`src/rtl/ow_rom_pkg.sv`:
```
package ow_rom_pkg;
  typedef enum logic [3:0] {
    ST_WAIT, ST_CMD, ST_READ, ST_MATCH, ST_STRUE, ST_SCOMP, ST_SDIR, ST_SEL, ST_SILENT
  } rom_state_t;

  localparam logic [7:0] CMD_READ   = 8'h33;
  localparam logic [7:0] CMD_MATCH  = 8'h55;
  localparam logic [7:0] CMD_SKIP   = 8'hCC;
  localparam logic [7:0] CMD_SEARCH = 8'hF0;
endpackage

```
`src/rtl/ow_line_mon.sv`:
```
// Registers the line, reports falling edges, and flags a bus reset when the
// line rises after a low period of at least RESET_US microseconds.
module ow_line_mon #(
  parameter int RESET_US = 480
) (
  input  logic clk,
  input  logic rst,
  input  logic us_tick,
  input  logic line_in,
  output logic fall_o,
  output logic bus_rst_o
);
  localparam int CW = $clog2(RESET_US + 1);

  logic          line_q;
  logic [CW-1:0] low_cnt;

  always_ff @(posedge clk) begin
    if (rst) begin
      line_q    <= 1'b1;
      low_cnt   <= '0;
      fall_o    <= 1'b0;
      bus_rst_o <= 1'b0;
    end else begin
      line_q    <= line_in;
      fall_o    <= line_q & ~line_in;
      bus_rst_o <= ~line_q & line_in & (low_cnt >= CW'(RESET_US));
      if (line_in)
        low_cnt <= '0;
      else if (us_tick && (low_cnt < CW'(RESET_US)))
        low_cnt <= low_cnt + 1'b1;
    end
  end
endmodule

```
`src/rtl/ow_presence_gen.sv`:
```
// After a bus reset: waits WAIT_US, then requests the pull-down for LEN_US.
module ow_presence_gen #(
  parameter int WAIT_US = 20,
  parameter int LEN_US  = 120
) (
  input  logic clk,
  input  logic rst,
  input  logic us_tick,
  input  logic bus_rst,
  output logic drive_o,
  output logic busy_o
);
  localparam int MAXV = (WAIT_US > LEN_US) ? WAIT_US : LEN_US;
  localparam int PW   = $clog2(MAXV + 1);

  typedef enum logic [1:0] {PH_IDLE, PH_WAIT, PH_DRIVE} phase_t;
  phase_t        phase;
  logic [PW-1:0] cnt;

  always_ff @(posedge clk) begin
    if (rst) begin
      phase <= PH_IDLE;
      cnt   <= '0;
    end else if (bus_rst) begin
      phase <= PH_WAIT;
      cnt   <= '0;
    end else if (us_tick) begin
      case (phase)
        PH_WAIT: begin
          if (cnt == PW'(WAIT_US - 1)) begin
            phase <= PH_DRIVE;
            cnt   <= '0;
          end else begin
            cnt <= cnt + 1'b1;
          end
        end
        PH_DRIVE: begin
          if (cnt == PW'(LEN_US - 1)) begin
            phase <= PH_IDLE;
            cnt   <= '0;
          end else begin
            cnt <= cnt + 1'b1;
          end
        end
        default: cnt <= '0;
      endcase
    end
  end

  assign drive_o = (phase == PH_DRIVE);
  assign busy_o  = (phase != PH_IDLE);
endmodule

```
`src/rtl/ow_bit_slot.sv`:
```
// One bit slot per master falling edge. Samples the line SAMPLE_US after the
// edge. When the slot carries a transmitted 0, pulls low until that same point.
module ow_bit_slot #(
  parameter int SAMPLE_US = 30
) (
  input  logic clk,
  input  logic rst,
  input  logic us_tick,
  input  logic abort,
  input  logic fall,
  input  logic enable,
  input  logic tx_en,
  input  logic tx_bit,
  input  logic line_in,
  output logic drive_o,
  output logic done_o,
  output logic rx_o
);
  localparam int SW = $clog2(SAMPLE_US + 1);

  logic          act;
  logic [SW-1:0] cnt;

  always_ff @(posedge clk) begin
    if (rst || abort) begin
      act     <= 1'b0;
      cnt     <= '0;
      drive_o <= 1'b0;
      done_o  <= 1'b0;
      rx_o    <= 1'b1;
    end else begin
      done_o <= 1'b0;
      if (!act) begin
        if (fall && enable) begin
          act     <= 1'b1;
          cnt     <= '0;
          drive_o <= tx_en & ~tx_bit;
        end
      end else if (us_tick) begin
        if (cnt == SW'(SAMPLE_US - 1)) begin
          act     <= 1'b0;
          drive_o <= 1'b0;
          done_o  <= 1'b1;
          rx_o    <= line_in;
        end else begin
          cnt <= cnt + 1'b1;
        end
      end
    end
  end
endmodule

```
`src/rtl/ow_rom_fsm.sv`:
```
// ROM command sequencer: command capture, read-out, match, search, selection.
module ow_rom_fsm
  import ow_rom_pkg::*;
#(
  parameter int                 ID_BITS = 64,
  parameter logic [ID_BITS-1:0] ROM_ID  = '0
) (
  input  logic clk,
  input  logic rst,
  input  logic bus_rst,
  input  logic done,
  input  logic rx,
  output logic listen_o,
  output logic tx_en_o,
  output logic tx_bit_o,
  output logic selected_o,
  output logic silent_o
);
  localparam int IW = $clog2(ID_BITS);

  rom_state_t    state;
  logic [IW-1:0] idx;
  logic [7:0]    cmd, cmd_n;
  logic          last_bit, id_bit;

  always_comb begin
    cmd_n    = {rx, cmd[7:1]};
    last_bit = (idx == IW'(ID_BITS - 1));
    id_bit   = ROM_ID[idx];
  end

  always_ff @(posedge clk) begin
    if (rst) begin
      state <= ST_WAIT;
      idx   <= '0;
      cmd   <= '0;
    end else if (bus_rst) begin
      state <= ST_CMD;
      idx   <= '0;
    end else if (done) begin
      case (state)
        ST_CMD: begin
          cmd <= cmd_n;
          if (idx == IW'(7)) begin
            idx <= '0;
            case (cmd_n)
              CMD_READ:   state <= ST_READ;
              CMD_MATCH:  state <= ST_MATCH;
              CMD_SKIP:   state <= ST_SEL;
              CMD_SEARCH: state <= ST_STRUE;
              default:    state <= ST_SILENT;
            endcase
          end else begin
            idx <= idx + 1'b1;
          end
        end
        ST_READ: begin
          if (last_bit) state <= ST_SEL;
          else          idx   <= idx + 1'b1;
        end
        ST_MATCH: begin
          if (rx != id_bit)  state <= ST_SILENT;
          else if (last_bit) state <= ST_SEL;
          else               idx   <= idx + 1'b1;
        end
        ST_STRUE: state <= ST_SCOMP;
        ST_SCOMP: state <= ST_SDIR;
        ST_SDIR: begin
          if (rx != id_bit)  state <= ST_SILENT;
          else if (last_bit) state <= ST_SEL;
          else begin
            state <= ST_STRUE;
            idx   <= idx + 1'b1;
          end
        end
        default: state <= state;
      endcase
    end
  end

  always_comb begin
    listen_o   = (state == ST_CMD)   || (state == ST_READ)  || (state == ST_MATCH) ||
                 (state == ST_STRUE) || (state == ST_SCOMP) || (state == ST_SDIR);
    tx_en_o    = (state == ST_READ)  || (state == ST_STRUE) || (state == ST_SCOMP);
    tx_bit_o   = (state == ST_SCOMP) ? ~id_bit : id_bit;
    selected_o = (state == ST_SEL);
    silent_o   = (state == ST_SILENT) || (state == ST_WAIT);
  end
endmodule

```
`src/rtl/ow_rom_responder.sv`:
```
module ow_rom_responder #(
  parameter int                 ID_BITS      = 64,
  parameter logic [ID_BITS-1:0] ROM_ID       = 64'h5C00000A1B2C3D14,
  parameter int                 RESET_US     = 480,
  parameter int                 PRES_WAIT_US = 20,
  parameter int                 PRES_LEN_US  = 120,
  parameter int                 SAMPLE_US    = 30
) (
  input  logic clk,
  input  logic rst,
  input  logic us_tick,
  input  logic line_in,
  output logic pull_low,
  output logic selected,
  output logic silent
);
  logic fall, bus_rst;
  logic pres_drive, pres_busy;
  logic slot_drive, slot_done, slot_rx;
  logic listen, tx_en, tx_bit;

  ow_line_mon #(.RESET_US(RESET_US)) u_mon (
    .clk(clk), .rst(rst), .us_tick(us_tick), .line_in(line_in),
    .fall_o(fall), .bus_rst_o(bus_rst)
  );

  ow_presence_gen #(.WAIT_US(PRES_WAIT_US), .LEN_US(PRES_LEN_US)) u_pres (
    .clk(clk), .rst(rst), .us_tick(us_tick), .bus_rst(bus_rst),
    .drive_o(pres_drive), .busy_o(pres_busy)
  );

  ow_bit_slot #(.SAMPLE_US(SAMPLE_US)) u_slot (
    .clk(clk), .rst(rst), .us_tick(us_tick), .abort(bus_rst),
    .fall(fall), .enable(listen & ~pres_busy),
    .tx_en(tx_en), .tx_bit(tx_bit), .line_in(line_in),
    .drive_o(slot_drive), .done_o(slot_done), .rx_o(slot_rx)
  );

  ow_rom_fsm #(.ID_BITS(ID_BITS), .ROM_ID(ROM_ID)) u_fsm (
    .clk(clk), .rst(rst), .bus_rst(bus_rst), .done(slot_done), .rx(slot_rx),
    .listen_o(listen), .tx_en_o(tx_en), .tx_bit_o(tx_bit),
    .selected_o(selected), .silent_o(silent)
  );

  always_ff @(posedge clk) begin
    if (rst) pull_low <= 1'b0;
    else     pull_low <= pres_drive | slot_drive;
  end
endmodule

```
`config.mk`:
```
export PLATFORM = sky130hd
export DESIGN_NAME = ow_rom_responder
export DESIGN_NICKNAME = d
export VERILOG_FILES = /design/src/rtl/ow_rom_pkg.sv /design/src/rtl/ow_line_mon.sv /design/src/rtl/ow_presence_gen.sv /design/src/rtl/ow_bit_slot.sv /design/src/rtl/ow_rom_fsm.sv /design/src/rtl/ow_rom_responder.sv
export SDC_FILE = /design/constraint.sdc
export NUM_CORES = 1
export LEC_CHECK = 0
export BUFFER_PORTS_ARGS = -buffer_cell sky130_fd_sc_hd__buf_2
export CAP_MARGIN = 10
export CORE_MARGIN = 2
export CORE_UTILIZATION = 30
export CTS_BUF_LIST = sky130_fd_sc_hd__clkbuf_8
export CTS_CLUSTER_DIAMETER = 50
export DETAILED_ROUTE_END_ITERATION = 16
export PLACE_DENSITY = 0.56
export SYNTH_ARGS = -nofsm -noshare
export SYNTH_HDL_FRONTEND = slang
export SYNTH_HIERARCHICAL = 1
export SYNTH_SLANG_ARGS = --single-unit
```
`constraint.sdc`:
```
create_clock -name clk -period 2.62 [get_ports clk]
set_clock_uncertainty 0.2 [all_clocks]
set_input_delay 0.131 -clock clk [delete_from_list [all_inputs] [get_ports clk]]
set_output_delay 0.131 -clock clk [all_outputs]
set_load 0.05 [all_outputs]
```
Yosys cells after proc, flatten, opt, wreduce, memory -nomap -nowiden --
Memory sizes are Yosys's and may differ from the RTL's. A register that Yosys moved wholly into a read port is not among the register bits. Cells that the tools add are included.
Word-level totals: register bits 49, memory bits (read-only) 64, bits of input ports 4, output and inout bits 3, logic and storage cells 141, memories kept 1
Memory list:
- (no name shown) | depth 64, bits a word 1, rd ports 1, clocked after Yosys merged registers in 1, wr ports 0, RTL line ow_rom_fsm.sv:29 | id_bit = ROM_ID[idx];
Cells by class: add/sub/neg operators 4, order comparisons 3, equality and inequality tests 30, multiplexer cells 38, bitwise gates (word level) 14, reduce and logical (&&, ||, !) cells 34
Operators by type and width (number):
- $mux W6 | 5
- $pmux W4 S6 | 1
- $reduce_and A3 Y1 | 7
- $mux W5 | 4
- $pmux W6 S3 | 1
- $eq A4 B3 Y1 const B | 4
- $eq A8 B8 Y1 const B | 2
- $mux W4 | 4
- $pmux W4 S4 | 1
- $mux W1 | 15
- $mux W7 | 2
- $pmux W7 S2 | 1
- $reduce_bool A2 Y1 | 5
- $add A9 B1 Y9 const B | 1
- $ge A9 B9 Y1 const B | 1
- $logic_or A1 B1 Y1 | 9
- $lt A9 B9 Y1 const B | 1
- $eq A4 B2 Y1 const B | 2
- $eq A8 B6 Y1 const B | 1
- $eq A8 B7 Y1 const B | 1
- $ne A2 B2 Y1 const B | 4
- $not A1 Y1 | 8
- $reduce_and A4 Y1 | 2
- $add A7 B1 Y7 const B | 1
- 27 further kinds | 40

Logic depth before layout (Yosys ltp) --
depth in word-level cells 10, gate-level depth with buffers 9, gate-level depth less buffers 8

Hierarchy --
Netlist, hierarchy kept.
Modules (own cells, without submodules):
- ow_rom_fsm | instances 1, cells each 156, area an instance 1291.2 sq um, sequential area each 360.3 sq um
- ow_presence_gen | instances 1, cells each 72, area an instance 596.8 sq um, sequential area each 180.2 sq um
- ow_line_mon | instances 1, cells each 60, area an instance 543.0 sq um, sequential area each 240.2 sq um
- ow_bit_slot | instances 1, cells each 50, area an instance 446.7 sq um, sequential area each 180.2 sq um
- ow_rom_responder | instances 1, cells each 3, area an instance 36.3 sq um, sequential area each 20.0 sq um

Worst setup path before layout --
OpenSTA, ideal clock, no wires.
path type register to register, from register u_fsm.state[0], to register u_slot.cnt[2], setup time 0.070 ns, arrival time 2.320 ns, data required time 2.350 ns, slack 0.030 ns, cell stages (with the launch flop) 8, buffers on the path 1, clock period less this slack 2.590 ns, path through dfxtp_1 -> clkbuf_1 -> nor3_1 -> nor2b_1 -> nor2b_1 -> nand3b_4 -> o311ai_0 -> a21oi_1
On the way: cells in the longest elaborated chain, start to end 10, elaborated cells between the ends (all ways) 15, classes of those cells eq/ne: 6; bitwise: 1; reduce/logical: 8
Ends and longest elaborated chain:
- start, declared | RTL line ow_rom_fsm.sv:21 | rom_state_t state;
- start signal, assigned | RTL line ow_rom_fsm.sv:76 | default: state <= state;
- $eq A4 B1 Y1 or $eq A4 B2 Y1 (tied branches) | RTL line ow_rom_fsm.sv:82 | listen_o = (state == ST_CMD) || (state == ST_READ) || (state == ST_MATCH) ||
- $logic_or A1 B1 Y1 (3 in series) | RTL line ow_rom_fsm.sv:82
- $logic_or A1 B1 Y1 | RTL line ow_rom_fsm.sv:83 | (state == ST_STRUE) || (state == ST_SCOMP) || (state == ST_SDIR);
- $logic_or A1 B1 Y1 (*) | RTL line ow_rom_fsm.sv:83
- net listen | RTL line ow_rom_responder.sv:20 | logic listen, tx_en, tx_bit;
- $and A1 B1 Y1 (*) | RTL line ow_rom_responder.sv:34 | .fall(fall), .enable(listen & ~pres_busy),
- $logic_and A1 B1 Y1 (*) | RTL line ow_bit_slot.sv:34 | if (fall && enable) begin
- $reduce_bool A2 Y1 (no line) (*)
- $reduce_and A3 Y1 (no line) (*)
- end signal, assigned | RTL line ow_bit_slot.sv:46 | cnt <= cnt + 1'b1;
- end, declared | RTL line ow_bit_slot.sv:22 | logic [SW-1:0] cnt;
Mark *: on every way through the listed nets, which the timed path passes. The rest lies on a longest branch. A chain may end at the register's enable or synchronous reset.

==> run metrics <==
leading register cell type out of synthesis dfxtp_1; worst skew pair latency 0.30 ns; CTS tree yes; Synth Area in Compound Gates 20.7%; Hold Crit Start us_tick; main combinational cell family by area after synthesis simple AND/OR/NAND/NOR gates; gr usage total 12.8%; gpl congestion 0.871; Initial Util around 31%; top cell type's share of synthesized area 33.7%; Min Clock Period, post-route 2.46 ns; Port Buffers 6; Arrival @ worst endpoint roughly 2.5 ns; worst reg2reg endpoint u_fsm/id_bit; relative slew slack about 70%; FFs w/ async S/R, synth 0%; die area between 0.01 and 0.015 mm^2; Tcrit/Tclk final 94.1%; CP max FO 8; Hold Path Class in -> reg; initial drt markers 120; Fin Setup TNS 0 ns; FP Rows 35; pwr dens between 400 and 500 mW/mm^2; Synth area leader dfxtp_1; number of synthesized register bits 49; Clock Tree Root clkbuf_8; Syn. warnings 6; total power 1460 uW; core area 0.00933 mm^2; clock network power share 44.3%; mapped cell area 0.00291 mm^2; max-slew violation count 0; Sw Ratio 21.1%; clock slew at the register clock pins of the worst setup and hold paths 0.10 ns; Seq/Total Area, Yosys 33.7%; FF-to-FF setup slack 0.16 ns; internal power 1150 uW; wire per inst ~13 um; Detailed Route WL 6.34 mm; diode count 0; remaining global-route overflow 0; Die Width 103 um; final instance area 0.00332 mm^2; Final Hold Fails 0; largest net degree at the start of global routing 20; CP Class reg -> reg; CTS max path bufs 2; dpl cell area 0.00313 mm^2; worst reg2reg startpoint u_fsm/state[0]; placed insts around 480; hpwl dp ~4.6 mm; DRC viols 0; Post-Synth Adder-Cell Area 3.86%; vias in the first global route 2342; type of origin of the critical path register; Hold Crit Endpoint u_pres/cnt[4]; Synth Area in Simple Gates 30.0%; fin cells 485; Nets 368; Post-Syn Area per Cell 8.55 um^2; Comb power frac 4.3%; Via density 5.24; DR pass1 iterations 4; top cells by area, synth dfxtp_1 34%, mux2i_1 4.8%, ha_1 3.9%; Synth Net Count 354; commonest cells in the netlist 49 x dfxtp_1, 30 x nor2_1, 21 x a21oi_1; synthesized instance count about 340; Layout area overhead 13.8%; post-synthesis mux area share 5.58%; NetSw between 300 and 400 uW; layout cells sized above 1 16.0%; fmax 406 MHz; I/O pin cnt 7; hold path depth 3; Max Cap Violations 0; # setup viols final 0; Flop pwr share 51.5%; nature of the critical path endpoint register; Leakage roughly 0.0012 uW; antenna-violating nets left 0; xor/xnor cell area share of the yosys netlist 1.46%; Cell variety after synth 67; R2R depth 7; routed vias 2541; CP required 2.61 ns; Core Util, Final a little over a third; most frequent cell after synthesis dfxtp_1; DIE HEIGHT 103 um; CTS Buf Count 5; Worst Tran Pin Value 0.451 ns; Sinks on Clock Net 49; peak supply drop 252 uV; status finished, final reports clean; Post-synth EDFFs 0; first-pass GRT wire length 10.9 mm; initial antenna violation count 0; H-tree levels 2
[flip-flops by register name, summed over array words and instances (netlist names)]
register,cells
u_mon/low_cnt,9
u_fsm/cmd,7
u_pres/cnt,7
u_fsm/idx,6
u_slot/cnt,5
u_fsm/state,4
u_pres/phase,2
pull_low,1
u_fsm/id_bit,1
u_mon/bus_rst_o,1
u_mon/fall_o,1
u_mon/line_q,1
u_slot/act,1
u_slot/done_o,1
u_slot/drive_o,1
u_slot/rx_o,1
[metrics by stage]
stage | hold slack [ns] | setup WS, ns
finish | 0.0558 | 0.156
global route | 0.0902 | -0.00652
floorplan | 0.00187 | 0.0296
CTS | 0.0497 | 0.0662
detailed placement | 0.201 | 0.0891
global placement | 0.197 | 0.158
[critical path, cell delays in order (launching register included)]
cell      delay [ns]
dfxtp_1         0.46
nand2_1         0.15
and4bb_2        0.32
and3_4          0.22
a311oi_4        0.45
mux2_2          0.38
nand3_1         0.08
a32oi_1         0.09
[placed cells by master (no fill, tap or decap), drive strengths merged, types with 6 or more instances in the layout]
cell type	synthesis	layout
a21oi	22	22
buf	5	18
nand2	19	19
nand4	12	12
nor2	31	31
nor2b	6	6
ha	9	9
or3	10	10
dfxtp	49	49
o21ai	17	17
o211ai	6	6
nor3	11	11
a31oi	11	11
inv	20	21
mux2i	14	14
nand3	15	15
[metal layers]
layer	global-route usage [%]	share of wire [%]
met1	18.0	50
met5	0	0
met3	2.37	3.7
met4	4.00	0.82
met2	19.8	45
[power by group through the flow]
stage	sequential, uW	clock, uW	combinational [uW]
final	752	647	62.5
after global routing	753	697	70.4
after CTS	753	674	62.9
after detailed placement	770	0	60.5
after global placement	770	0	60.1
after floorplan	772	0	37.8
[worst max-delay path by stage]
stage | from | slack, ns | depth (start not counted) | to
detailed placement | u_fsm/idx[1] | 0.09 | 8 | u_fsm/id_bit
finish | u_fsm/state[0] | 0.16 | 7 | u_fsm/id_bit
global route | u_fsm/state[0] | -0.007 | 7 | u_fsm/id_bit
global placement | u_fsm/idx[3] | 0.16 | 7 | u_fsm/id_bit
floorplan | u_fsm/state[0] | 0.03 | 7 | u_slot/cnt[2]
CTS | u_fsm/idx[3] | 0.07 | 7 | u_fsm/id_bit
[kinds of logic after synthesis]
kind of cell	count (synthesis)
buffers and inverters	33
AOI/OAI and AO/OA	86
muxes	16
xor gates and xnor gates	4
and+or+nand+nor	144
DFF	49
adders and majority gates	9
[cell type report]
class	count	area, um^2
clock buffer	5	68.8
clock inverter	3	68.8
fill	958	6010
inverter	20	75.1
multi-input combinational	259	1820
sequential	49	983
tap	129	161
timing repair buffer	20	140
[repair_timing]
action / 4_1_cts / 5_1_grt
hold buffers: 2 / 0
endpoints found under the hold margin: 7 / 0
resized for setup: 0 / 7
setup endpoints to repair: 0 / 1
setup buffers: 0 / 0
No activity file was read; power rests on OpenSTA's default activity.
